**src/rtl/rq_pkg.sv**
```systemverilog
package rq_pkg;
  localparam int INSTR_W   = 16;
  localparam int CONT_BITS = 13;
  localparam int IMM_BITS  = 11;
  localparam logic [2:0] CONT_TAG = 3'b110;
  localparam logic [4:0] IMM_TAG  = 5'b11110;

  typedef enum logic [1:0] {
    PUSH_EXEC,
    PUSH_CONT,
    PUSH_IMM
  } push_kind_e;

  function automatic push_kind_e classify(input logic [INSTR_W-1:0] w);
    if (w[INSTR_W-1 -: 3] == CONT_TAG)     return PUSH_CONT;
    else if (w[INSTR_W-1 -: 5] == IMM_TAG) return PUSH_IMM;
    else                                   return PUSH_EXEC;
  endfunction
endpackage

```
**src/rtl/rq_push_mux.sv**
```systemverilog
module rq_push_mux
  import rq_pkg::*;
#(
  parameter int DATA_W = 64
) (
  input  logic [INSTR_W-1:0] instr_i,
  input  logic [DATA_W-1:0]  s0_i,
  input  logic               q_i,
  input  logic [DATA_W-1:0]  result_i,
  output logic [DATA_W-1:0]  push_o,
  output logic               is_cont_o
);
  push_kind_e kind;
  logic [DATA_W-1:0] cont_val, imm_val;

  always_comb begin
    kind      = classify(instr_i);
    cont_val  = {{(DATA_W-CONT_BITS){1'b0}}, instr_i[CONT_BITS-1:0]};
    imm_val   = {{(DATA_W-IMM_BITS){1'b0}}, instr_i[IMM_BITS-1:0]};
    if (q_i) begin
      cont_val = cont_val | (s0_i << CONT_BITS);
      imm_val  = imm_val  | (s0_i << IMM_BITS);
    end
    unique case (kind)
      PUSH_CONT: push_o = cont_val;
      PUSH_IMM:  push_o = imm_val;
      default:   push_o = result_i;
    endcase
    is_cont_o = (kind == PUSH_CONT);
  end
endmodule

```
**src/rtl/rq_shift_queue.sv**
```systemverilog
module rq_shift_queue #(
  parameter int DATA_W = 64,
  parameter int DEPTH  = 8
) (
  input  logic                    clk,
  input  logic                    rst,
  input  logic                    push_en_i,
  input  logic [DATA_W-1:0]       push_i,
  input  logic                    q_next_i,
  output logic [DEPTH*DATA_W-1:0] flat_o,
  output logic [DATA_W-1:0]       s0_o,
  output logic                    q_o
);
  logic [DATA_W-1:0] stage [DEPTH];

  for (genvar g = 0; g < DEPTH; g++) begin : g_stage
    if (g == 0) begin : g_head
      always_ff @(posedge clk) begin
        if (rst)            stage[0] <= '0;
        else if (push_en_i) stage[0] <= push_i;
      end
    end else begin : g_tail
      always_ff @(posedge clk) begin
        if (rst)            stage[g] <= '0;
        else if (push_en_i) stage[g] <= stage[g-1];
      end
    end
    assign flat_o[g*DATA_W +: DATA_W] = stage[g];
  end

  always_ff @(posedge clk) begin
    if (rst)            q_o <= 1'b0;
    else if (push_en_i) q_o <= q_next_i;
  end

  assign s0_o = stage[0];

  // queue and flag come out of reset empty
  p_reset_r1: assert property (@(posedge clk) disable iff (rst)
    $past(rst) |-> (stage[0] == '0 && stage[DEPTH-1] == '0 && !q_o));
  // older entry moves one slot deeper on retire
  p_shift_r2: assert property (@(posedge clk) disable iff (rst)
    push_en_i |=> (stage[1] == $past(stage[0])));
  // no retire, no change
  p_hold_r3: assert property (@(posedge clk) disable iff (rst)
    !push_en_i |=> ($stable(stage[0]) && $stable(stage[DEPTH-1]) && $stable(q_o)));
endmodule

```
**src/rtl/rq_unary_op.sv**
```systemverilog
module rq_unary_op #(
  parameter int DATA_W = 64
) (
  input  logic [2:0]        sel_i,
  input  logic              q_i,
  input  logic [DATA_W-1:0] s0_i,
  input  logic [DATA_W-1:0] here_i,
  input  logic [DATA_W-1:0] mask_imm_i,
  input  logic [DATA_W-1:0] perf_cyc_i,
  input  logic [DATA_W-1:0] perf_ret_i,
  input  logic [DATA_W-1:0] perf_ns_i,
  input  logic [DATA_W-1:0] perf_rnd_i,
  output logic [DATA_W-1:0] fr_o,
  output logic              fr_mem_o
);
  localparam logic [DATA_W-1:0] ONE = {{(DATA_W-1){1'b0}}, 1'b1};
  logic [DATA_W-1:0] even_s0, perf_val;

  always_comb begin
    even_s0 = s0_i[0] ? ~s0_i : s0_i;
    unique case (s0_i[1:0])
      2'd0:    perf_val = perf_cyc_i;
      2'd1:    perf_val = perf_ret_i;
      2'd2:    perf_val = perf_ns_i;
      default: perf_val = perf_rnd_i;
    endcase
    fr_mem_o = 1'b0;
    if (!q_i) begin
      unique case (sel_i)
        3'd5:    fr_o = s0_i & ONE;
        3'd6:    fr_o = s0_i + ONE;
        3'd7:    fr_o = ~s0_i;
        default: fr_o = {{(DATA_W-3){1'b0}}, sel_i};
      endcase
    end else begin
      unique case (sel_i)
        3'd0: fr_o = mask_imm_i;
        3'd1: fr_o = s0_i << 8;
        3'd2: fr_o = s0_i << 16;
        3'd3: fr_o = s0_i << 24;
        3'd4: fr_o = here_i + even_s0;
        3'd5: begin fr_o = '0; fr_mem_o = 1'b1; end
        3'd6: fr_o = perf_val;
        default: fr_o = ~s0_i;
      endcase
    end
  end

  // a memory request never carries a data value of its own
  always_comb begin
    if (fr_mem_o) p_mem_zero_r11: assert (fr_o == '0);
  end
endmodule

```
**src/rtl/result_queue_core.sv**
```systemverilog
module result_queue_core
  import rq_pkg::*;
#(
  parameter int DATA_W = 64,
  parameter int DEPTH  = 8
) (
  input  logic                    clk,
  input  logic                    rst,
  input  logic                    retire_i,
  input  logic [15:0]             instr_i,
  input  logic [DATA_W-1:0]       result_i,
  input  logic [DATA_W-1:0]       here_i,
  input  logic [DATA_W-1:0]       mask_imm_i,
  input  logic [DATA_W-1:0]       perf_cyc_i,
  input  logic [DATA_W-1:0]       perf_ret_i,
  input  logic [DATA_W-1:0]       perf_ns_i,
  input  logic [DATA_W-1:0]       perf_rnd_i,
  input  logic [2:0]              fr_sel_i,
  output logic [DEPTH*DATA_W-1:0] sq_o,
  output logic                    q_o,
  output logic [DATA_W-1:0]       fr_o,
  output logic                    fr_mem_o
);
  logic [DATA_W-1:0] s0, push_val;
  logic              is_cont;

  rq_push_mux #(.DATA_W(DATA_W)) push_i (
    .instr_i  (instr_i),
    .s0_i     (s0),
    .q_i      (q_o),
    .result_i (result_i),
    .push_o   (push_val),
    .is_cont_o(is_cont)
  );

  rq_shift_queue #(.DATA_W(DATA_W), .DEPTH(DEPTH)) queue_i (
    .clk      (clk),
    .rst      (rst),
    .push_en_i(retire_i),
    .push_i   (push_val),
    .q_next_i (is_cont),
    .flat_o   (sq_o),
    .s0_o     (s0),
    .q_o      (q_o)
  );

  rq_unary_op #(.DATA_W(DATA_W)) unary_i (
    .sel_i     (fr_sel_i),
    .q_i       (q_o),
    .s0_i      (s0),
    .here_i    (here_i),
    .mask_imm_i(mask_imm_i),
    .perf_cyc_i(perf_cyc_i),
    .perf_ret_i(perf_ret_i),
    .perf_ns_i (perf_ns_i),
    .perf_rnd_i(perf_rnd_i),
    .fr_o      (fr_o),
    .fr_mem_o  (fr_mem_o)
  );

  // an unchained prefix lands zero-extended in slot 0
  p_cont_r4: assert property (@(posedge clk) disable iff (rst)
    (retire_i && instr_i[15:13] == 3'b110 && !q_o)
      |=> (s0 == {{(DATA_W-CONT_BITS){1'b0}}, $past(instr_i[CONT_BITS-1:0])}));
  // flag follows the kind of the last retired instruction
  p_qset_r5: assert property (@(posedge clk) disable iff (rst)
    (retire_i && instr_i[15:13] == 3'b110) |=> q_o);
  p_qclr_r5: assert property (@(posedge clk) disable iff (rst)
    (retire_i && instr_i[15:13] != 3'b110) |=> !q_o);
endmodule

```
**config.mk**
```make
export PLATFORM = sky130hd
export DESIGN_NAME = result_queue_core
export DESIGN_NICKNAME = d
export VERILOG_FILES = /design/src/rtl/rq_pkg.sv /design/src/rtl/rq_push_mux.sv /design/src/rtl/rq_shift_queue.sv /design/src/rtl/rq_unary_op.sv /design/src/rtl/result_queue_core.sv
export SDC_FILE = /design/constraint.sdc
export NUM_CORES = 1
export LEC_CHECK = 0
export ABC_AREA = 1
export BUFFER_PORTS_ARGS = -buffer_cell sky130_fd_sc_hd__clkbuf_2
export CELL_PAD_IN_SITES_DETAIL_PLACEMENT = 0
export CELL_PAD_IN_SITES_GLOBAL_PLACEMENT = 1
export CORE_AREA = 4 4 410 412
export DETAILED_ROUTE_END_ITERATION = 10
export DIE_AREA = 0 0 414 416
export GPL_ROUTABILITY_DRIVEN = 0
export PLACE_DENSITY = 0.57
export SETUP_SLACK_MARGIN = 0.3
export SLEW_MARGIN = 40
export SYNTH_ARGS = -nofsm -noshare
export SYNTH_HDL_FRONTEND = slang
export SYNTH_SLANG_ARGS = --single-unit
```
**constraint.sdc**
```tcl
create_clock -name clk -period 16.5 [get_ports clk]
set_input_delay 1.65 -clock clk [delete_from_list [all_inputs] [get_ports clk]]
set_output_delay 1.65 -clock clk [all_outputs]
set_load 0.02 [all_outputs]
```
# Word level (Yosys, flattened, before mapping)
# Memories as Yosys holds them, arrays and structs flattened.
# Cells that the tools add are included.
[word_totals] register_bits=1 mem_bits_rw=512 inputBits=470 output_inout_bits=578 wordCells=55 memories=1
[classes] n_addsub=2 eq_ne=13 mux=25 bitwise=11 n_reduce_logical=2
[memory_table] memory="queue_i.stage" words=8 word_bits=64 read_ports=8 rd_ports_with_merged_regs=0 wr=8 line_no="rq_shift_queue.sv:14" source="logic [DATA_W-1:0] stage [DEPTH];"
[ops] operator="$mux 64" n=12
[ops] operator="$pmux 64 s7" n=1
[ops] operator="$pmux 64 s3" n=2
[ops] operator="$pmux 64 s2" n=1
[ops] operator="$add 64x1->64 const B" n=1
[ops] operator="$add 64x64->64" n=1
[ops] operator="$not 64->64" n=1
[ops] operator="$or 11x64->64" n=1
[ops] operator="$or 13x64->64" n=1
[ops] operator="$eq 3x3->1 const B" n=5
[ops] operator="$or 1x1->1" n=8
[ops] operator="$mux 1" n=7
[ops] operator="$eq 3x2->1 const B" n=2
[ops] operator="$eq 5x5->1 const B" n=1
[ops] operator="$eq 2x1->1 const B" n=2
[ops] operator="$eq 2x2->1 const B" n=2
[ops] operator="$mux 2" n=2
[ops] operator="$eq 3x1->1 const B" n=1
[ops] operator="$logic_not 3->1" n=1
[ops] operator="$logic_not 2->1" n=1

# Depth between registers and ports, before layout
# Gate-level depths: netlist (run 1).
[logic_depth] depth_word=6 mapped_depth=20 ltp_nobuf=19

# Cells and area by module
# A second synthesis (run 1) with hierarchy kept.
[unflattened] cells_unflattened=4894 area_unflattened_um2=35923.2
[by_module_without_submodules] module="rq_shift_queue" n_inst=1 cells_per_inst=1664 area_per_inst_um2=20360.8 seq_area_each_um2=15394.8
[by_module_without_submodules] module="rq_unary_op" n_inst=1 cells_per_inst=2845 area_per_inst_um2=13684.4 seq_area_each_um2=0.0
[by_module_without_submodules] module="rq_push_mux" n_inst=1 cells_per_inst=385 area_per_inst_um2=1878.1 seq_area_each_um2=0.0

# Worst setup path after synthesis (run 1)
# OpenSTA, ideal clock, no wires.
[synth_path] path_type="input -> register" startpoint="in rst" endpoint="mem queue_i.stage[0][0] (enable)" setup_ps=667 arrival_time_ps=7771 required_ps=15833 path_slack_ps=8062 path_stages=1 n_path_buf=0 path_cell_list="or2_2"
[synth_rtl] item="from (decl)" line_no="result_queue_core.sv:8" source="input logic rst,"
[synth_rtl] item="to (decl)" line_no="rq_shift_queue.sv:14"

# Final worst setup path (run 1)
[layout_path] startpoint="in fr_sel_i[2]" endpoint="out fr_o[31]"
[layout_via] elab_chain_len=3 word_cells_on_any_way=11 cone_classes="7 x eq/ne; 3 x mux; 1 x reduce/logical"
[layout_rtl] item="from (decl)" line_no="result_queue_core.sv:18" source="input logic [2:0] fr_sel_i,"
[layout_rtl] item="$eq 3x3->1, or another cell as far along" line_no="rq_unary_op.sv:29, rq_unary_op.sv:36"
[layout_rtl] item="$pmux 64 s7 / $pmux 64 s3 (equally long branches)" line_no="rq_unary_op.sv:36, rq_unary_op.sv:29"
[layout_rtl] item="$mux 64 (*)" line_no="rq_unary_op.sv:28" source="if (!q_i) begin"
[layout_rtl] item="to (decl)" line_no="result_queue_core.sv:21" source="output logic [DATA_W-1:0] fr_o,"
# Mark *: on every way between the ends. The rest lies on a longest branch, timed or not.

==> impl_metrics.csv, run 1 <==
group,metric,value,unit
cts,clk_path_buf_depth,3,
timing,setup_tns,0,ns
cells_and_area,finalNetCount,5998,
route,drt_iter0_drc,3929,
timing,skew,0.0284,ns
synthesis,synth_top_area_frac,0.457,
synthesis,synth_area_per_cell,7.48,µm²
power_and_ir_drop,comb_power_share,0.285,
synthesis,synth-simple-area-share,0.271,
timing,setup_viol,0,
synthesis,ys.flop_type,"edfxtp_1",
synthesis,syn_nets,5047,
cts,cts_root_buf,"clkbuf_16",
worst_setup_path,cp.buffers_inverters,5,
timing,worst_pin_slew,1.02,ns
synthesis,synth_common_cells,"nand2_1 (1063), inv_1 (757), nor2_1 (710)",
route,routed_via_density,4.68,
synthesis,yosysWarnings,0,
route,wl_per_cell,29.2,µm
synthesis,synth-compound-area-share,0.103,
worst_setup_path,timing.rr.start,"queue_i.q_o$_SDFFE_PP0P_",
timing,period_needed,7.19,ns
floorplanning,die_y,416,µm
cts,holdBufCountCts,0,
route,vias,36000,
route,drc_errors,0,
power_and_ir_drop,p_leak,20.1,nW
global_routing,overflow,0,
placed_design,dp_hpwl,186000,µm
worst_setup_path,worstSetupEndpoint,"fr_o[31]",
cts,path_clk_slew,0.06,ns
global_routing,grt_first_pass_wirelength,298000,µm
worst_setup_path,path_cells,"clkbuf_2, nand2_1, nor2_4, buf_4, buf_4, o21ai_0, a31oi_1, a2111oi_0, buf_4, nand3_1, nand2_1, nand2_1, clkbuf_2",
worst_setup_path,endpoint_kind,"output pin",
synthesis,synth_xor_area_frac,0.0219,
cts,clock_latency,0.66,ns
synthesis,synth_area_leaders,"edfxtp_1 (46%), nand2_1 (12%), inv_1 (8.4%)",
cells_and_area,finalNonFillerCells,7708,
synthesis,synth_top_family_by_area,"simple AND/OR/NAND/NOR gates",
placed_design,io_buffers,1047,
route,drt.antenna.violating_nets,0,
timing,rsz0062_at_grt,"false",
worst_setup_path,r2r_end,"queue_i.stage[0][24]$_SDFFCE_PN0P_",
synthesis,synth_cell_types,49,
cells_and_area,syn_to_final_growth,29.2,%
floorplanning,num_rows,149,
cts,htreeDepth,2,
power_and_ir_drop,switchingPower,0.00147,W
hold_path,hold_path_class,"flop to flop",
worst_setup_path,startpoint,"fr_sel_i[2]",
worst_setup_path,r2r_slack,13.66,ns
cells_and_area,drive_gt1_frac,0.237,
power_and_ir_drop,ir_drop,0.0000726,V
synthesis,synthArstFlopShare,0,
worst_setup_path,slowest_stage,"buf_4",
worst_setup_path,start_kind,"input port",
synthesis,synth_seq_area_share,0.458,
power_and_ir_drop,seq_power_share,0.401,
flow_run,max_cap_viol_count,0,
synthesis,synth_mux_area_frac,0,
timing,max_slew_margin,0.305,
worst_setup_path,path_max_fanout,38,
synthesis,synth-edff-count,512,
route,drt_first_pass_iters,7,
synthesis,synth_largest_area_cell,"edfxtp_1",
synthesis,syn-cell-area,33600,µm²
synthesis,syn-instance-count,4496,
global_routing,grt_usage,0.249,
route,wl,225000,µm
synthesis,yosysMostFrequentCell,"nand2_1",
synthesis,ys_ff_latch,513,
power_and_ir_drop,p_int,0.00253,W
cts,post_cts_resized,0,
global_routing,grt_max_degree,122,
power_and_ir_drop,clockPowerShare,0.313,
timing,final_max_slew_viol_count,0,
synthesis,synthAdderAreaFrac,0.0304,
power_and_ir_drop,p_per_area,92.3,nW/µm²
global_routing,grt_pass1_vias,34000,
worst_setup_path,critPathTopFamily,"buffers and inverters",
cts,cts_buffers,58,
run_status,status,"completed",
worst_setup_path,cp_data_required_time,14.85,ns
worst_setup_path,worst-r2r-cell-count,4,
cts,cts_tree,"yes",
timing,fmax,0.139,GHz
timing,hold_violations,0,
floorplanning,initial_core_util,0.205,
power_and_ir_drop,sw_frac_of_total,0.368,
floorplanning,fp.dieW,414,µm
floorplanning,core_area,164000,µm²
global_routing,antenna_found_initial,72,
cts,clock_sinks,513,
worst_setup_path,critPathMaxStageDelay,0.59,ns
cts,post-cts-setup-buffers,0,
worst_setup_path,worstPathArrival,5.54,ns
floorplanning,io_pins,1048,
worst_setup_path,cp.depth,13,
placed_design,place_inst,7576,
timing,finalCritPeriodShare,0.436,
floorplanning,die_area,172000,µm²
worst_setup_path,critPathKind,"input port to output pin",
worst register-to-register path, stage by stage (launching register included):
cell and delay [ns]:
dfxtp_4 0.80, buf_4 0.61, buf_4 0.68, nand3_1 0.15, a31oi_1 0.37
area by class of cell:
class / instances / area (µm²)
Antenna cell: 24 / 60.1
Clock buffer: 71 / 1520
Clock inverter: 37 / 289
Fill cell: 18600 / 121000
Inverter: 769 / 2900
Multi-Input combinational cell: 2978 / 14600
Sequential cell: 513 / 15400
Tap cell: 2189 / 2740
Timing Repair Buffer: 1127 / 5950
power by group through the flow:
| stage | Clock [W] | Sequential, W | Combinational, W |
|---|---|---|---|
| finish | 0.00126 | 0.00161 | 0.00114 |
| global route | 0.00135 | 0.00162 | 0.00123 |
| CTS | 0.00130 | 0.00161 | 0.00114 |
| detailed placement | 0 | 0.00164 | 0.00114 |
| global placement | 0 | 0.00164 | 0.00113 |
| floorplan | 0 | 0.00171 | 0.000521 |
through the flow:
stage	power, W	setup WS (ns)	utilization	instance area, µm²	hold slack (ns)
5_1_grt	0.00419	9.11	0.264	43400	0.596
2_1_floorplan	0.00223	8.06	-	33600	0.694
3_5_place_dp	0.00277	9.29	0.253	41600	0.558
3_3_place_gp	0.00277	8.99	0.251	41300	0.550
6_report	0.00401	9.31	0.264	43500	0.562
4_1_cts	0.00405	9.27	0.264	43400	0.566
layer usage:
layer	routed length, µm	track usage	vias to the layer above	part of all wire
met1	82800	0.282	17200	0.37
li1	-	-	16500	-
met2	112000	0.440	1965	0.50
met4	11700	0.114	20	0.052
met3	18000	0.0598	401	0.080
met5	119	0	-	0.00053
registers in the layout, summed over array words and instances, names as in the netlist:
name / cells
queue_i.q_o: 1
queue_i.stage: 512
layout by cell type, fill, tap and decap left out, types with 76 or more instances in the layout:
master and n:
nand3_1 274, nand2_1 1063, o21ai_0 168, inv_1 754, xor2_1 83, nor2_1 707, edfxtp_1 512, a21oi_1 181
clkbuf_2 1047, a31oi_1 91, ha_1 76
worst min path at each step:
| stage | startpoint | endpoint | slack (ns) | cells past startpoint |
|---|---|---|---|---|
| 2_1_floorplan | queue_i.stage[0][64]$_SDFFCE_PN0P_ | queue_i.stage[0][128]$_SDFFCE_PN0P_ | 0.69 | 2 |
| 3_3_place_gp | queue_i.stage[1][87]$_SDFFCE_PN0P_ | queue_i.stage[1][151]$_SDFFCE_PN0P_ | 0.55 | 2 |
| 3_5_place_dp | queue_i.stage[1][63]$_SDFFCE_PN0P_ | queue_i.stage[1][127]$_SDFFCE_PN0P_ | 0.56 | 2 |
| 4_1_cts | queue_i.stage[0][188]$_SDFFCE_PN0P_ | queue_i.stage[0][252]$_SDFFCE_PN0P_ | 0.57 | 2 |
| 5_1_grt | queue_i.stage[1][179]$_SDFFCE_PN0P_ | queue_i.stage[1][243]$_SDFFCE_PN0P_ | 0.60 | 2 |
| 6_report | queue_i.stage[0][188]$_SDFFCE_PN0P_ | queue_i.stage[0][252]$_SDFFCE_PN0P_ | 0.56 | 2 |
cells by family (layout without fill, tap and decap cells):
group	count (synthesis)	after routing
and+or+nand+nor	2214	2214
buffers and inverters	1005	2004
AOI/OAI and AO/OA	599	599
DFF	513	513
xor gates and xnor gates	84	84
adders and majority gates	81	81
other	0	24
(Power assumes the default switching activity.)
==> inputs of run 2 (changes only) <==
--- a/config.mk
+++ b/config.mk
@@ -5,15 +5,15 @@
 export SDC_FILE = /design/constraint.sdc
 export NUM_CORES = 1
 export LEC_CHECK = 0
-export ABC_AREA = 1
+export ABC_AREA = 0
 export BUFFER_PORTS_ARGS = -buffer_cell sky130_fd_sc_hd__clkbuf_2
 export CELL_PAD_IN_SITES_DETAIL_PLACEMENT = 0
 export CELL_PAD_IN_SITES_GLOBAL_PLACEMENT = 1
-export CORE_AREA = 4 4 410 412
+export CORE_AREA = 4 4 400 402
 export DETAILED_ROUTE_END_ITERATION = 10
-export DIE_AREA = 0 0 414 416
+export DIE_AREA = 0 0 404 406
 export GPL_ROUTABILITY_DRIVEN = 0
-export PLACE_DENSITY = 0.57
+export PLACE_DENSITY = 0.53
 export SETUP_SLACK_MARGIN = 0.3
 export SLEW_MARGIN = 40
 export SYNTH_ARGS = -nofsm -noshare
==> constraint.sdc (replaced) <==
create_clock -name clk -period 6.7 [get_ports clk]
set_input_delay 0.67 -clock clk [delete_from_list [all_inputs] [get_ports clk]]
set_output_delay 0.67 -clock clk [all_outputs]
set_load 0.02 [all_outputs]
==> run 2 against run 1 <==
Compared with the run above: the run now ends with design-rule violations left; clock-buffer cell count rose by 6; non-clock buffer count rose by 17; combinational power rose by 150%; first-iteration DRC count fell by 14%; die area fell by 4.8%; clock power rose to 2.5 times the previous value; critical path depth rose by 2; sequential power rose by 140%; utilization fell by 0.84 points; critical endpoint is now fr_o[62]; largest power group unchanged; highest routed layer unchanged.
==> impl_metrics.csv, run 2 <==
group,metric,value,unit
worst_setup_path,critPathKind,"flop to output pin",
timing,finalCritPeriodShare,0.915,
cts,cts_buffers,61,
global_routing,grt_first_pass_wirelength,248000,µm
synthesis,yosysWarnings,0,
power_and_ir_drop,p_leak,17.2,nW
cts,clock_latency,0.65,ns
worst_setup_path,worst-r2r-cell-count,6,
worst_setup_path,timing.rr.start,"queue_i.q_o$_SDFFE_PP0P_",
floorplanning,core_area,156000,µm²
route,drc_errors,3,
timing,skew,0.0341,ns
power_and_ir_drop,ir_drop,0.000182,V
cts,htreeDepth,2,
cts,clk_path_buf_depth,3,
synthesis,synth_area_per_cell,10.6,µm²
timing,final_max_slew_viol_count,0,
synthesis,syn-instance-count,2836,
worst_setup_path,worstPathArrival,5.46,ns
synthesis,syn_nets,3387,
cells_and_area,final_util,0.256,
synthesis,synth_largest_area_cell,"edfxtp_1",
cts,clock_sinks,513,
synthesis,synth_cell_types,81,
worst_setup_path,startpoint,"queue_i.stage[0][0]$_SDFFCE_PN0P_",
timing,period_needed,6.13,ns
floorplanning,num_rows,145,
synthesis,syn-cell-area,30200,µm²
floorplanning,fp.dieW,404,µm
power_and_ir_drop,p_int,0.00642,W
placed_design,dp_hpwl,151000,µm
power_and_ir_drop,switchingPower,0.00353,W
floorplanning,die_y,406,µm
cells_and_area,largestRegisters,"queue_i.stage x512, queue_i.q_o x1",
synthesis,synth_area_leaders,"edfxtp_1 (51%), and2_1 (9.3%), a222oi_1 (3.9%)",
cells_and_area,multi_input_area,13800,µm²
synthesis,yosysMostFrequentCell,"edfxtp_1",
global_routing,grt_pass1_vias,27800,
power_and_ir_drop,clockPowerShare,0.321,
cells_and_area,syn_to_final_growth,32.3,%
route,vias,28500,
global_routing,grt_max_degree,198,
synthesis,synth-edff-count,512,
timing,fmax,0.163,GHz
timing,setup_ws,0.569,ns
route,wl,189000,µm
power_and_ir_drop,seq_power_share,0.396,
timing,worst_pin_slew,0.978,ns
placed_design,place_ws,0.783,ns
power_and_ir_drop,comb_power_share,0.283,
timing,rsz0062_at_grt,"false",
cts,cts_root_buf,"clkbuf_16",
floorplanning,initial_core_util,0.193,
synthesis,synthArstFlopShare,0,
cells_and_area,final_cell_mix,"clkbuf_2 (1044), edfxtp_1 (512), and2_1 (448)",
worst_setup_path,start_kind,"flop",
route,drt_iter0_drc,3365,
route,drt_first_pass_iters,11,
timing,hold_violations,0,
synthesis,synth_top_area_frac,0.509,
power_and_ir_drop,sw_frac_of_total,0.355,
cells_and_area,finalNetCount,4333,
floorplanning,die_area,164000,µm²
route,drt.antenna.violating_nets,0,
synthesis,synth_seq_area_share,0.510,
global_routing,overflow,0,
worst_setup_path,endpoint_kind,"output pin",
cts,cts_tree,"yes",
synthesis,ys.flop_type,"edfxtp_1",
worst_setup_path,r2r_end,"queue_i.stage[0][27]$_SDFFCE_PN0P_",
global_routing,grt_usage,0.219,
global_routing,antenna_found_initial,63,
worst_setup_path,path_max_fanout,44,
placed_design,io_buffers,1047,
run_status,violations,"design-rule violations",
hold_path,hold_path_class,"input port to flop",
route,routed_via_density,4.82,
cts,path_clk_slew,0.06,ns
flow_run,max_cap_viol_count,0,
run_status,status,"complete, but fails checks",
worst_setup_path,cp_data_required_time,6.03,ns
worst_setup_path,r2r_slack,3.11,ns
worst_setup_path,worstSetupEndpoint,"fr_o[62]",
cells_and_area,regArea,15400,µm²
timing,max_slew_margin,0.348,
cells_and_area,final_common_cell,"clkbuf_2",
timing,setup_tns,0,ns
cells_and_area,drive_gt1_frac,0.337,
floorplanning,io_pins,1048,
synthesis,synth_common_cells,"edfxtp_1 (512), and2_1 (449), clkbuf_1 (224)",
synthesis,ys_ff_latch,513,
power_and_ir_drop,p_per_area,249,nW/µm²
cts,post-cts-setup-buffers,0,
timing,setup_viol,0,
route,wl_per_cell,32.0,µm
cells_and_area,top_register,"queue_i.stage",
cells_and_area,num-fill-cells,17000,
cells_and_area,largest_register_ff_count,512,
run 2: cell count changes in the layout (fill, tap and decap cells not counted), moves of 117 or more:
cell	previous run	this run
nand3_1	274	27
nand2_1	1063	182
nor2_1	707	181
and2_1	4	448
inv_1	754	33
a222oi_1	0	117
run 2: worst max-delay path: stages (launching register included):
cell and delay, ns:
edfxtp_1 0.36, buf_6 0.47, buf_6 0.43, xor2_1 0.13, ha_1 0.44, nand2_1 0.11, nor2_1 0.29, and3_1 0.32
and4_1 0.31, o2111ai_2 0.35, nand4_1 0.23, o21ai_1 0.22, o41ai_1 0.42, xnor2_1 0.10, o21ai_0 0.23, clkbuf_2 0.24
run 2: how the worst min path moves through the flow:
stage / startpoint / endpoint / slack (ns) / cells past startpoint
floorplan: queue_i.stage[0][64]$_SDFFCE_PN0P_ / queue_i.stage[0][128]$_SDFFCE_PN0P_ / 0.68 / 1
global placement: queue_i.stage[0][227]$_SDFFCE_PN0P_ / queue_i.stage[1][35]$_SDFFCE_PN0P_ / 0.53 / 1
detailed placement: queue_i.stage[0][103]$_SDFFCE_PN0P_ / queue_i.stage[0][167]$_SDFFCE_PN0P_ / 0.53 / 1
CTS: rst / queue_i.q_o$_SDFFE_PP0P_ / 0.18 / 2
global route: rst / queue_i.q_o$_SDFFE_PP0P_ / 0.22 / 2
finish: rst / queue_i.q_o$_SDFFE_PP0P_ / 0.25 / 2
run 2: cells by family after synthesis:
logic type	count (synthesis)	synth area share
AOI/OAI and AO/OA	723	0.163
xor gates and xnor gates	171	0.0496
adders and majority gates	81	0.0338
buffers and inverters	294	0.0375
DFF	513	0.510
muxes	82	0.0345
and+or+nand+nor	972	0.171
run 2: power by group through the flow:
stage          clock network [W]  registers, W  logic, W
3_3_place_gp                   0       0.00401   0.00279
6_report                 0.00319       0.00394   0.00282
5_1_grt                  0.00343       0.00396   0.00298
4_1_cts                  0.00331       0.00394   0.00281
3_5_place_dp                   0       0.00401   0.00280
2_1_floorplan                  0       0.00419   0.00130
run 2: what timing repair did:
item                                    4_1_cts  5_1_grt
hold buffers                                  0        0
endpoints found under the setup margin        6        2
resized for setup                             3        2
pin swaps                                     0        0
run 2: cell type report:
type / count / share of cell area
clock buffer: 77 / 0.0403
inverter: 33 / 0.00310
timing repair buffer: 1144 / 0.153
clock inverter: 31 / 0.00690
tap: 2058 / 0.0645
multi-input combinational: 2029 / 0.345
antenna: 27 / 0.00169
sequential: 513 / 0.386
run 2: per-layer routing:
metal / wire length (µm) / track usage / share of wire
met5: 135 / 0 / 0.00071
met4: 7190 / 0.0762 / 0.038
met3: 15300 / 0.0539 / 0.081
met2: 87100 / 0.357 / 0.46
met1: 79200 / 0.281 / 0.42
run 2: stage by stage:
stage | power (W) | hold slack, ns | instances | instance area, µm²
2_1_floorplan | 0.00549 | 0.685 | 2836 | 30200
3_3_place_gp | 0.00680 | 0.532 | 5768 | 37800
3_5_place_dp | 0.00681 | 0.534 | 5777 | 37900
4_1_cts | 0.0101 | 0.183 | 5885 | 39800
5_1_grt | 0.0104 | 0.222 | 5895 | 39900
6_report | 0.00995 | 0.254 | 5912 | 39900
